`src/rtl/bw_pkg.sv`:
```
package bw_pkg;

  typedef struct packed {
    logic scl;
    logic sda;
  } bw_lines_t;

  localparam bw_lines_t BW_IDLE = '{scl: 1'b1, sda: 1'b1};

endpackage

```
`src/rtl/bw_sync.sv`:
```
module bw_sync
  import bw_pkg::*;
#(
  parameter int STAGES = 2
) (
  input  logic      clk,
  input  logic      rst_n,
  input  bw_lines_t raw,
  output bw_lines_t cur,
  output bw_lines_t prev
);

  localparam int DEPTH = STAGES + 1;

  logic [DEPTH-1:0] scl_q;
  logic [DEPTH-1:0] sda_q;

  // Stages 0..STAGES-1 resynchronize; the last stage holds the prior sample.
  always_ff @(posedge clk or negedge rst_n) begin
    if (!rst_n) begin
      scl_q <= {DEPTH{BW_IDLE.scl}};
      sda_q <= {DEPTH{BW_IDLE.sda}};
    end else begin
      scl_q <= {scl_q[DEPTH-2:0], raw.scl};
      sda_q <= {sda_q[DEPTH-2:0], raw.sda};
    end
  end

  assign cur  = '{scl: scl_q[STAGES-1], sda: sda_q[STAGES-1]};
  assign prev = '{scl: scl_q[STAGES],   sda: sda_q[STAGES]};

endmodule

```
`src/rtl/bw_cond.sv`:
```
module bw_cond
  import bw_pkg::*;
(
  input  logic      clk,
  input  logic      rst_n,
  input  bw_lines_t cur,
  input  bw_lines_t prev,
  output logic      rise_now,
  output logic      start_det,
  output logic      stop_det,
  output logic      scl_rise,
  output logic      bus_busy
);

  logic clk_held;
  logic start_c;
  logic stop_c;

  assign clk_held = prev.scl & cur.scl;
  assign start_c  = clk_held & prev.sda & ~cur.sda;
  assign stop_c   = clk_held & ~prev.sda & cur.sda;
  assign rise_now = ~prev.scl & cur.scl;

  always_ff @(posedge clk or negedge rst_n) begin
    if (!rst_n) begin
      start_det <= 1'b0;
      stop_det  <= 1'b0;
      scl_rise  <= 1'b0;
      bus_busy  <= 1'b0;
    end else begin
      start_det <= start_c;
      stop_det  <= stop_c;
      scl_rise  <= rise_now;
      if (start_c)     bus_busy <= 1'b1;
      else if (stop_c) bus_busy <= 1'b0;
    end
  end

  assert_start_pulse_R2: assert property (@(posedge clk) disable iff (!rst_n)
    start_det |=> !start_det);

  assert_stop_pulse_R3: assert property (@(posedge clk) disable iff (!rst_n)
    stop_det |=> !stop_det);

  assert_busy_set_R4: assert property (@(posedge clk) disable iff (!rst_n)
    $rose(bus_busy) |-> start_det);

  assert_busy_clear_R4: assert property (@(posedge clk) disable iff (!rst_n)
    $fell(bus_busy) |-> stop_det);

endmodule

```
`src/rtl/bw_arb.sv`:
```
module bw_arb (
  input  logic clk,
  input  logic rst_n,
  input  logic rise_now,
  input  logic line_sda,
  input  logic tx_active,
  input  logic tx_sda,
  output logic arb_lost
);

  logic mismatch;

  // Only a released bit read back low means another master won.
  assign mismatch = rise_now & tx_active & tx_sda & ~line_sda;

  always_ff @(posedge clk or negedge rst_n) begin
    if (!rst_n) arb_lost <= 1'b0;
    else        arb_lost <= mismatch;
  end

endmodule

```
`src/rtl/bus_watch.sv`:
```
module bus_watch
  import bw_pkg::*;
#(
  parameter int SYNC_STAGES = 2
) (
  input  logic clk,
  input  logic rst_n,
  input  logic scl_in,
  input  logic sda_in,
  input  logic tx_active,
  input  logic tx_sda,
  output logic start_det,
  output logic stop_det,
  output logic bus_busy,
  output logic scl_rise,
  output logic arb_lost
);

  bw_lines_t raw_lines;
  bw_lines_t cur_lines;
  bw_lines_t prev_lines;
  logic      rise_now;

  assign raw_lines = '{scl: scl_in, sda: sda_in};

  bw_sync #(.STAGES(SYNC_STAGES)) u_sync (
    .clk  (clk),
    .rst_n(rst_n),
    .raw  (raw_lines),
    .cur  (cur_lines),
    .prev (prev_lines)
  );

  bw_cond u_cond (
    .clk      (clk),
    .rst_n    (rst_n),
    .cur      (cur_lines),
    .prev     (prev_lines),
    .rise_now (rise_now),
    .start_det(start_det),
    .stop_det (stop_det),
    .scl_rise (scl_rise),
    .bus_busy (bus_busy)
  );

  bw_arb u_arb (
    .clk      (clk),
    .rst_n    (rst_n),
    .rise_now (rise_now),
    .line_sda (cur_lines.sda),
    .tx_active(tx_active),
    .tx_sda   (tx_sda),
    .arb_lost (arb_lost)
  );

  assert_arb_on_edge_R6: assert property (@(posedge clk) disable iff (!rst_n)
    arb_lost |-> scl_rise);

  assert_arb_pulse_R6: assert property (@(posedge clk) disable iff (!rst_n)
    arb_lost |=> !arb_lost);

endmodule

```
`config.mk`:
```
export PLATFORM = sky130hd
export DESIGN_NAME = bus_watch
export DESIGN_NICKNAME = d
export VERILOG_FILES = /design/src/rtl/bw_pkg.sv /design/src/rtl/bw_sync.sv /design/src/rtl/bw_cond.sv /design/src/rtl/bw_arb.sv /design/src/rtl/bus_watch.sv
export SDC_FILE = /design/constraint.sdc
export NUM_CORES = 1
export LEC_CHECK = 0
export ABC_AREA = 1
export BUFFER_PORTS_ARGS = -buffer_cell sky130_fd_sc_hd__buf_2
export CAP_MARGIN = 20
export CORE_AREA = 2 2 39 41
export CTS_BUF_LIST = sky130_fd_sc_hd__clkbuf_8
export DETAILED_ROUTE_END_ITERATION = 6
export DIE_AREA = 0 0 41 43
export PLACE_DENSITY = 0.45
export SYNTH_ARGS = -nofsm -noshare
export SYNTH_HDL_FRONTEND = slang
export SYNTH_SLANG_ARGS = --single-unit
```
`constraint.sdc`:
```
create_clock -name clk -period 1.2 [get_ports clk]
set_input_delay 0.06 -clock clk [delete_from_list [all_inputs] [get_ports clk]]
set_output_delay 0.06 -clock clk [all_outputs]
set_load 0.02 [all_outputs]
```
Word level (Yosys, flattened, before mapping)
Index checks and enable logic that the tools add are counted.
{"block": "classes", "mux": 2, "bitwise_logic": 12, "reduce_logical": 1}
{"cell": "$and A1 B1 Y1", "n": 9}
{"cell": "$not A1 Y1", "n": 3}
{"cell": "$mux W1", "n": 2}
{"cell": "$reduce_bool A2 Y1", "n": 1}
{"block": "totals", "register_bits": 11, "in_bits": 6, "output_inout_bits": 5, "word_cells": 22}

Longest topological paths before layout
Gate-level depths: netlist of run 1.
{"block": "logic_depth", "word_depth": 5, "mapped_depth": 5, "depth_no_buf": 5}

Modules after synthesis
Synthesis of run 1 repeated with hierarchy kept, for this count alone.
{"block": "unflattened", "hier_cells": 31, "hier_area_um2": 376.6}
{"mod": "bw_sync", "instances": 1, "cells_per_inst": 10, "area_each_um2": 187.7}
{"mod": "bw_cond", "instances": 1, "cells_per_inst": 16, "area_each_um2": 146.4}
{"mod": "bw_arb", "instances": 1, "cells_per_inst": 5, "area_each_um2": 42.5}

Worst setup path after synthesis of run 1
OpenSTA, ideal clock, no wires.
{"block": "synth_timing", "kind": "register to register", "startpoint": "register u_sync.sda_q[1]", "endpoint": "register u_cond.bus_busy", "setup_time_ns": 0.118, "arrival_time_ns": 0.790, "slack_ns": 0.293, "stages_incl_launch_ff": 6, "n_path_buf": 0, "period_less_slack_ns": 0.907, "cell_sequence": "dfstp_2 -> inv_1 -> nor2_1 -> nand2_1 -> nand2_1 -> nand2_1"}
{"block": "synth_between", "elab_chain_cells": 3}
{"element": "start: declaration", "line_no": "bw_sync.sv:16", "text": "logic [DEPTH-1:0] sda_q;"}
{"element": "start signal: assignment", "line_no": "bw_sync.sv:22", "text": "sda_q <= {DEPTH{BW_IDLE.sda}};"}
{"element": "start signal: assignment", "line_no": "bw_sync.sv:25", "text": "sda_q <= {sda_q[DEPTH-2:0], raw.sda};"}
{"element": "$not A1 Y1", "line_no": "bw_cond.sv:20", "text": "assign start_c = clk_held & prev.sda & ~cur.sda;"}
{"element": "$and A1 B1 Y1", "line_no": "bw_cond.sv:20"}
{"element": "$mux W1 or $reduce_bool A2 Y1 (tied branches)"}
{"element": "end signal: assignment", "line_no": "bw_cond.sv:29", "text": "bus_busy <= 1'b0;"}
{"element": "end signal: assignment", "line_no": "bw_cond.sv:34", "text": "if (start_c) bus_busy <= 1'b1;"}
{"element": "end signal: assignment", "line_no": "bw_cond.sv:35", "text": "else if (stop_c) bus_busy <= 1'b0;"}
{"element": "end: declaration", "line_no": "bw_cond.sv:12", "text": "output logic bus_busy"}
Parallel ways exist; a longest one is shown, timed or not.
A chain may end at the register's enable or synchronous reset.

Final worst setup path of run 1
Ends and elaborated chain as after synthesis.

==> out/summary.md, run 1 <==
The logs give 418 µm² for the cell area after placement and 2 for the number of buffers between clock root and the deepest sink. In the final layout, the share of cells above drive strength 1 is 52.4%. Number of placement rows: 14.

The worst register-to-register path ends at u_cond.bus_busy. The clock latency on the worst-skew pair came out at 0.23 ns. Entering global routing, the biggest net connects 12 pins. The number of pins exceeding their max-slew limit in the final report came out at 0. In this run the standard cell core region covers 1380 µm². After detailed routing, the average wire length per cell comes to 8.24 µm.

The final critical delay including setup and external delays is 0.961 ns, and the number of flip-flops and latches in the synthesized netlist is 11. For this block, the routed nets add up to 478 µm of wire. Setup violations remaining at the end of the flow were counted as 0.

The synthesized netlist occupies a cell area of 348 µm². The clock net in this run drives a total of 11 sinks. In this run the worst setup path begins at u_sync.sda_q[1]. The run gives 0.270 nW as the leakage dissipation. The run finished with clean final reports.

The tools report the number of H-tree levels as 1. The run gives 493 µm² as the final instance area. Reported max-cap violation count: 0. The logs give 0.584 for the weighted congestion at the end of routability-driven global placement and 217 for the routed via count. The wire length of the first global-routing pass came out at 738 µm. After detailed routing, the number of vias per cell comes to 3.74. Among all flip-flop cells after synthesis, the most frequent one is sky130_fd_sc_hd__dfstp_2.

Setup repair after global routing left no endpoint under its margin. End of the critical path: u_cond.bus_busy. Mean cell area of the mapped netlist: 13.9 µm².

The tools report the nature of the critical path startpoint as a flip-flop. Setup slack on the critical path of the routed design comes to 0.239 ns. The leftover overflow at the end of global routing is 0, and the number of antenna diodes is 0. The critical-path maximum fanout is 3, and the number of synthesized flops with an enable pin is 0. For this run, the top clock speed supported by timing is 1.04 GHz. Buffers added to address setup during post-CTS repair amount to 0. The die is 43 µm tall.

For the final database, setup skew stands at 0.00216 ns. Yosys printed 0 warnings. The count of nets left with antenna violations once routing finished came out at 0.

Setup slack on the worst reg-to-reg path comes out at 0.24 ns. Clock root buffer master: sky130_fd_sc_hd__clkbuf_8. Footprint of the multi-input gates: 46.3 µm². The worst hold path belongs to the class in -> reg.

The layout-stage area growth over the synthesis result is 41.7%. After routing, the total negative slack on setup checks comes to 0 ns. The beginning of the worst register-to-register path was u_sync.sda_q[1]. Port buffering added 10 buffers. The run gives 3 as the number of buffers inserted during clock tree synthesis.

The initial utilization of the core area, before any placement, comes to 25.1%. The design draws 0.811 mW. The logs give 200 for the number of global-route vias before repair and 81.3% for the portion of the post-synthesis area used by sequential elements. The share of synthesized flip-flops with an asynchronous set or reset came out at 100%. The final count of hold timing violations was 0; the final hold slack was 0.0593 ns. The floorplan step defined a die boundary enclosing 1760 µm².

The endpoint class of the critical path is a flip-flop. The number of ports placed on the die boundary is 11, and the overall track demand over capacity in global routing is 6.73%. The number of different library cells used by synthesis comes to 8. At the placement stage, the worst setup path has a slack of 0.232 ns. Clock-pin transition on the worst setup and hold timing paths: 0.05 ns. Measured against its own limit, the worst slew margin works out to 84.2%. The cell with the most instances after synthesis was sky130_fd_sc_hd__dfstp_2.

The floorplan die width is 41 µm, and the net count of the mapped netlist is 31. VDD sags by at most 0.000677 V. The fraction of post-synthesis cell area in the top cell type by area is 45.3%. The tools report the number of design-rule violations left by the first detailed-router iteration as 2. The initial antenna violation count is 0, and the fill cell total of the finished layout is 142. The sequential standard cell area is 283 µm², and the HPWL after detailed placement is 374 µm.

The data required time at the worst endpoint is 1.32 ns. The category of the most critical setup path was reg -> reg. Ratio of final minimum period to clock period: 80.0%. The number of cells on the worst reg-to-reg path is 5. The worst-margin pin slew is 0.237 ns, and the DRC violation count after routing is 0. The cell taking the most area after synthesis is sky130_fd_sc_hd__dfstp_2.

In the post-synthesis netlist, the biggest area contributors are sky130_fd_sc_hd__dfstp_2, sky130_fd_sc_hd__dfrtp_1, sky130_fd_sc_hd__inv_1, sky130_fd_sc_hd__nand2_1, sky130_fd_sc_hd__nor2_2. The first TritonRoute pass finished after 2 iterations. TritonCTS built the clock tree. After synthesis, the most frequently instantiated cells are sky130_fd_sc_hd__dfstp_2, sky130_fd_sc_hd__dfrtp_1, sky130_fd_sc_hd__inv_1, sky130_fd_sc_hd__nand2_1, sky130_fd_sc_hd__nor2_2. The net count of the finished layout is 49. The cell count after synthesis was 25. The tools report the signal arrival time at the worst endpoint as 1.08 ns. Power spread over the standard cell area amounts to 1650 nW/µm².
critical path, cell delays in order (launching register included):
cell                      delay (ns)
sky130_fd_sc_hd__dfstp_2        0.55
sky130_fd_sc_hd__inv_1          0.05
sky130_fd_sc_hd__nor2_1         0.09
sky130_fd_sc_hd__nand2_1        0.07
sky130_fd_sc_hd__nand2_1        0.05
sky130_fd_sc_hd__nand2_1        0.04
cell type report:
type | count | area share, %
well taps | 16 | 4.06
repair buffers | 13 | 16.2
inverters | 5 | 3.81
multi-input cells | 9 | 9.39
clock inverters | 1 | 0.761
flip-flops and latches | 11 | 57.4
clock buffers | 3 | 8.38
worst min-delay path by stage:
stage	from	cells after the start	slack, ns	to
after global routing	tx_sda	3	0.06	u_arb.arb_lost
after CTS	tx_sda	3	0.06	u_arb.arb_lost
after detailed placement	rst_n	1	-0.06	u_cond.start_det
after global placement	rst_n	1	-0.07	u_cond.stop_det
after floorplan	rst_n	0	-0.24	u_arb.arb_lost
final	tx_sda	3	0.06	u_arb.arb_lost
cells in the final DEF (no fill, tap or decap):
cell                            count
sky130_fd_sc_hd__nor2_1             1
sky130_fd_sc_hd__clkbuf_8           3
sky130_fd_sc_hd__nand3_2            1
sky130_fd_sc_hd__dfrtp_1            5
sky130_fd_sc_hd__nor2_2             2
sky130_fd_sc_hd__buf_2             10
sky130_fd_sc_hd__inv_1              6
sky130_fd_sc_hd__nand2_1            4
sky130_fd_sc_hd__nand3_1            1
sky130_fd_sc_hd__dlygate4sd3_1      3
sky130_fd_sc_hd__dfstp_2            6
state kept, by name, summed over array words and instances (netlist names):
register,flops
u_cond.start_det,1
u_sync.scl_q,3
u_sync.sda_q,3
u_cond.bus_busy,1
u_cond.stop_det,1
u_arb.arb_lost,1
u_cond.scl_rise,1
cell families after synthesis:
logic type             synth area share (%)
buffers and inverters                  5.40
DFF                                    81.3
and+or+nand+nor                        13.3
power breakdown:
part / internal (mW) / switching [mW] / total (mW)
combinational: 0.0253 / 0.0360 / 0.0613
sequential: 0.401 / 0.0100 / 0.411
clock: 0.223 / 0.116 / 0.339
total: 0.649 / 0.162 / 0.811
stage by stage:
step | std cells | utilization, %
final | 58 | 35.6
after global routing | 58 | 35.6
after CTS | 58 | 35.6
after detailed placement | 51 | 30.2
after global placement | 51 | 30.2
after floorplan | 25 | -
metal layers:
metal	wire length [µm]	vias to the layer above	global-route usage [%]
met3	35	0	3.14
met1	182	103	6.44
met2	260	8	10.0
met5	0	-	0
met4	0	0	6.00
li1	-	106	-
timing repair:
item / in CTS / in global routing
endpoints found under the hold margin: 13 / 0
resized for setup: 0 / 0
hold buffers: 3 / 0
Power figures use the tool's default switching activity.
==> run 2, diff against run 1 <==
clock period = 0.9 ns   (was 1.2 ns; I/O delays follow)
==> out/summary.md, run 2 (synthesis results as in run 1) <==
The leftover overflow at the end of global routing was 0. The floorplan die width came out at 41 µm. In this run the count of I/O pins placed on the die edge is 11.

From synthesis to final layout, the design area changed by 48.9%. The leakage dissipation is 0.283 nW, and the initial antenna violation count is 0. The length of routed met2 wiring was 269 µm; the end-of-flow core utilization was 37.4%. Dividing the detail-routed via count by the number of cells gives 3.79. For this design the total switching power over the nets is 0.228 mW.

The finished cells cover 518 µm². Routability-driven placement finished with a final weighted congestion of 0.589. Clock latency on the worst-skew pair, taken at its later pin, is 0.23 ns. The floorplan has 14 rows.

The clock-pin transition on the worst setup and hold timing paths was 0.05 ns. The worst setup path is captured at a flip-flop. No sink is reached through more buffers than the 2 on the longest clock path.

Along the worst path, the maximum fanout reaches 3. Tracing the worst setup path back leads to its startpoint at u_sync.scl_q[1]. The routed design could run at a clock period as short as 0.917 ns. The share of power burned in combinational logic is 8.5%.

The beginning of the worst register-to-register path is u_sync.scl_q[1]. Across the run, the number of max-cap violations was 0. TritonCTS built the clock tree. The number of pins exceeding their max-slew limit in the final report was 0; the starting density of the core was 25.1%. At the worst endpoint, the required time is 1.02 ns. The sink count of the clock tree is 11, and the total power density per cell area is 2130 nW/µm². Global routing used 7.56% of the available tracks across all layers. The run gives 0.874 mW as the internal power summed over all cells. The worst setup path is of the reg -> reg kind. The library cells used most frequently in the layout, excluding fill and tap cells, are sky130_fd_sc_hd__buf_2, sky130_fd_sc_hd__dfstp_2, sky130_fd_sc_hd__inv_1, sky130_fd_sc_hd__dfrtp_1, sky130_fd_sc_hd__nand2_1. The total area inside the core boundary comes to 1380 µm². The setup check on the worst reg-to-reg path leaves a slack of -0.02 ns.

The flow ran to the end, but the final reports show violations. The class of the worst hold path is in -> reg. The routed wire length was 521 µm. Of the cells placed in the final design, the portion with a size suffix greater than 1 is 60.0%.

Before antenna repair, the detailed router went through 2 iterations. The run gives 41 µm as the total length of routed met3 wires. The register share of total power was 49.6%. The checks that failed: negative setup slack.

For the timing-limited maximum frequency, the log shows 1.09 GHz. The worst setup path is launched from a flip-flop. The logs give 0.00400 ns for the final setup skew and 0 for the number of antenna diodes.

For the worst setup path, the data arrival time is 1.04 ns. The part of the power in the clock network is 41.8%. The run gives 1760 µm² as the die area. The total routed wire length on the met1 layer was 200 µm; the net switching fraction of the power was 20.7%. The count of buffers added on input and output ports is 10.

The number of H-tree levels is 1, and the length in cells of the worst reg-to-reg path is 5. The count of nets left with antenna violations once routing finished came out at 0. Leaving out fill and tap cells, the most frequent cell in the layout is sky130_fd_sc_hd__buf_2.

The tools report the wire length of the first global-routing pass as 800 µm. The sum of negative setup slack was -0.0169 ns. The worst-margin pin slew is 0.238 ns.

The largest registers in the layout are u_sync.scl_q: 3 flops, u_sync.sda_q: 3 flops. Routed length per instance: 8.54 µm. The ratio of final minimum period to clock period was 102%; the number of buffers inserted during clock tree synthesis was 3. Clock root buffer master: sky130_fd_sc_hd__clkbuf_8. The run gives 84.1% as the worst slew margin relative to its limit. The number of setup violations in the final report is 1, and the DRC violation count after routing is 0.

The tools report the net count of the finished layout as 52. Setup repair after global routing could not meet its margin everywhere. The logs give 231 for the routed via count and 0 for the final count of hold timing violations.

The worst voltage drop across the vdd grid was 0.000896 V. Pin count of the biggest net entering global routing: 12. The tools report the end of the critical path as u_cond.bus_busy. The worst setup slack after layout was -0.0169 ns; the floorplan die height was 43 µm. The worst flop-to-flop path endpoint is u_cond.bus_busy.

The first routing iteration left 3 violations. Routed signal wires occupy layers up through met4. Once placement finished, the instance area stood at 433 µm². The number of global-route vias before repair is 228.
==> run 2: routing by layer <==
metal / up-vias / GRT usage [%]
met4: 0 / 10.0
met3: 2 / 1.57
met1: 109 / 6.12
met2: 8 / 11.9
li1: 112 / -
met5: - / 0
==> run 2: worst min path at each step <==
stage	to	cells past startpoint	slack, ns	startpoint
finish	u_arb.arb_lost	3	0.04	tx_sda
global route	u_arb.arb_lost	3	0.04	tx_sda
CTS	u_arb.arb_lost	3	0.04	tx_sda
detailed placement	u_cond.start_det	1	-0.08	rst_n
global placement	u_cond.bus_busy	1	-0.09	rst_n
floorplan	u_arb.arb_lost	0	-0.25	rst_n
==> run 2: power groups by stage <==
stage	combinational, mW	clock [mW]	sequential [mW]
2_1_floorplan	0.0174	0	0.571
6_report	0.0940	0.461	0.547
3_5_place_dp	0.0821	0	0.554
5_1_grt	0.104	0.503	0.550
3_3_place_gp	0.0793	0	0.552
4_1_cts	0.0956	0.476	0.547
==> run 2: metrics by stage <==
step / hold slack (ns) / power, mW / setup WS, ns / std cells
6_report: 0.0445 / 1.10 / -0.0169 / 61
5_1_grt: 0.0385 / 1.16 / -0.0665 / 61
4_1_cts: 0.0423 / 1.12 / -0.0314 / 61
3_5_place_dp: -0.0787 / 0.636 / -0.0366 / 53
3_3_place_gp: -0.0863 / 0.631 / -0.00457 / 53
2_1_floorplan: -0.251 / 0.589 / -0.00736 / 25
==> run 2: timing repair <==
item | 4_1_cts | 5_1_grt
setup buffers | 1 | 0
hold buffers | 3 | 0
resized for setup | 1 | 1
hold endpoints to repair | 13 | 0
gates cloned | 0 | 0
pin swaps | 0 | 1
setup endpoints to repair | 2 | 3
==> run 2: final cells by class <==
| class | count | area (µm²) |
|---|---|---|
| Fill cell | 139 | 866 |
| Sequential cell | 11 | 283 |
| Timing Repair Buffer | 16 | 103 |
| Multi-Input combinational cell | 9 | 48.8 |
| Clock buffer | 3 | 41.3 |
| Tap cell | 16 | 20.0 |
| Inverter | 5 | 18.8 |
| Clock inverter | 1 | 3.75 |
==> run 2: critical path: stages (launching register included) <==
cell	delay (ns)
sky130_fd_sc_hd__dfstp_2	0.53
sky130_fd_sc_hd__nand2_1	0.05
sky130_fd_sc_hd__inv_1	0.06
sky130_fd_sc_hd__nand2_1	0.06
sky130_fd_sc_hd__nand2_1	0.05
sky130_fd_sc_hd__nand2_1	0.04
==> run 3, diff against run 2 <==
CTS_CLUSTER_SIZE = 8   (was not set)
SETUP_SLACK_MARGIN = 0.1   (was not set)
==> out/summary.md, run 3 (synthesis results as in run 1) <==
The run gives 1760 µm² as the die area. For this run the aggregate overflow at the end of global routing stands at 0. The number of cells traversed by the worst hold path works out to 3. After detailed placement, the design holds a cell count of 53. In the final layout, the registers with the most flip-flops are u_sync.scl_q: 3 flops, u_sync.sda_q: 3 flops. The post-route netlist has 63.0% of its cells at a drive strength greater than 1. From bottom edge to top edge, the die measures 43 µm.

Once detail routing completed, the nets flagged for antenna violations numbered 0. The net count of the finished layout is 53. The floorplan die width is 41 µm, and the leakage dissipation is 0.291 nW. Based on the critical path, the design can be clocked at up to 1.09 GHz. TritonCTS built the clock tree. The final count of hold timing violations came out at 0. The worst hold path belongs to the class in -> reg. For the number of pins exceeding their max-slew limit in the final report, the log shows 0.

The tools report the final hold slack as 0.0412 ns. The logs give 62 for the count of placed standard cells in the final layout, fillers left out and 12 for the pin count of the biggest net entering global routing. In this run the worst path has a maximum fanout of 2. Dividing the detail-routed wire length by the instance count gives 8.24 µm.

The layout-stage area growth over the synthesis result is 58.3%. TritonCTS created 3 clock buffers. For the number of ports placed on the die boundary, the log shows 11. The end-of-flow core utilization was 39.8%. Adding up every negative setup slack in the final design gives -0.0144 ns.

Clock root buffer master: sky130_fd_sc_hd__clkbuf_8. The count of buffers added on input and output ports is 10. The clock latency on the worst-skew pair came out at 0.23 ns. The final setup skew is 0.000480 ns. Number of detailed-route iterations in the first pass: 2. Number of antenna diodes: 0. Across the run, the number of max-cap violations was 0.

Setup repair after global routing could not meet its margin everywhere. For this block, the routed nets add up to 511 µm of wire. The number of setup violations in the final report was 1; the length in cells of the worst reg-to-reg path was 5.

For the pin with the worst max-slew slack, the measured transition is 0.237 ns. The worst path needs 0.914 ns of the cycle, external delays included. The floorplan step defined a core boundary enclosing 1380 µm². In this run the deepest clock path goes through 2 buffers. The flow ran to the end, but the final reports show violations. Dividing total power by cell area gives a power density of 2060 nW/µm². DRC violation count after routing: 0. The congestion estimate from routability-driven global placement came to 0.588. The library cells used most frequently in the layout, excluding fill and tap cells, are sky130_fd_sc_hd__buf_2, sky130_fd_sc_hd__dfstp_2, sky130_fd_sc_hd__dfrtp_1. The clock-pin transition on the worst setup and hold timing paths is 0.05 ns, and the overall power of the completed layout is 1.13 mW. For the worst setup path, the data required time is 1.02 ns. The final reports fail on negative setup slack. The first global-routing pass estimated 793 µm of wire. After detailed routing, the number of vias per cell comes to 3.77. The tools report the initial antenna violation count as 0. The logs give 11 for the sink count of the clock tree and -0.0144 ns for the worst setup slack after layout. Summing over every cut layer, the via total after detailed routing is 234. The run gives 1.03 ns as the signal arrival time at the worst endpoint. STA classifies the critical path endpoint as a flip-flop.

In this run the core area contains 14 standard-cell rows. The tools report the number of design-rule violations left by the first detailed-router iteration as 1. The number of H-tree levels came out at 1. Category of the most critical setup path: reg -> reg.

The overall track demand over capacity in global routing came out at 7.46%. The worst path uses 102% of the clock period. STA classifies the critical path startpoint as a flip-flop.

The worst slew margin relative to its limit was 84.2%; the worst voltage drop across the vdd grid was 0.000744 V. The number of global-route vias before repair is 222. The starting density of the core was 25.1%.
## run 3: changes by cell type in the layout (fill, tap and decap cells not counted), sizes merged
cell / change
buf: +1
## run 3: worst paths after layout
check                                start              end  slack [ns]
min                                 tx_sda   u_arb.arb_lost        0.04
max                        u_sync.sda_q[1]  u_cond.bus_busy       -0.01
max reg2reg                u_sync.sda_q[1]  u_cond.bus_busy       -0.01
min in group asynchronous            rst_n  u_cond.bus_busy        0.21
min reg2reg                u_sync.scl_q[0]  u_sync.scl_q[1]        0.35
max in group asynchronous            rst_n  u_sync.scl_q[2]        0.43
## run 3: area by class of cell
type | count | area [µm²]
inverter | 5 | 18.8
clock buffer | 3 | 41.3
sequential | 11 | 283
fill | 135 | 833
timing repair buffer | 17 | 135
tap | 16 | 20.0
multi-input combinational | 9 | 48.8
clock inverter | 1 | 3.75
## run 3: critical path: stages (launching register included)
cell	delay [ns]
sky130_fd_sc_hd__dfstp_2	0.53
sky130_fd_sc_hd__inv_2	0.04
sky130_fd_sc_hd__nor2_2	0.06
sky130_fd_sc_hd__nand2_1	0.07
sky130_fd_sc_hd__nand2_1	0.06
sky130_fd_sc_hd__nand2_1	0.04
## run 3: timing repair
action | in CTS | in global routing
buffers inserted | 1 | 1
hold endpoints to repair | 13 | 0
hold buffers | 3 | 0
endpoints found under the setup margin | 5 | 9
gates resized for setup | 0 | 10
pin swaps | 0 | 1
## run 3: where the power goes
group | internal (mW) | switching, mW
Sequential | 0.535 | 0.0157
Combinational | 0.0681 | 0.0552
Clock | 0.297 | 0.162
Total | 0.900 | 0.233
## run 3: stage by stage
| stage | instance area (µm²) | setup slack (ns) |
|---|---|---|
| 3_3_place_gp | 433 | -0.00906 |
| 6_report | 551 | -0.0144 |
| 4_1_cts | 515 | -0.0392 |
| 5_1_grt | 551 | -0.0749 |
| 3_5_place_dp | 433 | -0.0405 |
| 2_1_floorplan | 348 | -0.00230 |
## run 3: layer usage
layer | GRT usage (%) | vias up | wire length [µm]
met4 | 8.00 | 0 | 0
met2 | 10.9 | 8 | 287
li1 | - | 114 | -
met3 | 3.14 | 0 | 35
met1 | 6.83 | 112 | 187
met5 | 0 | - | 0
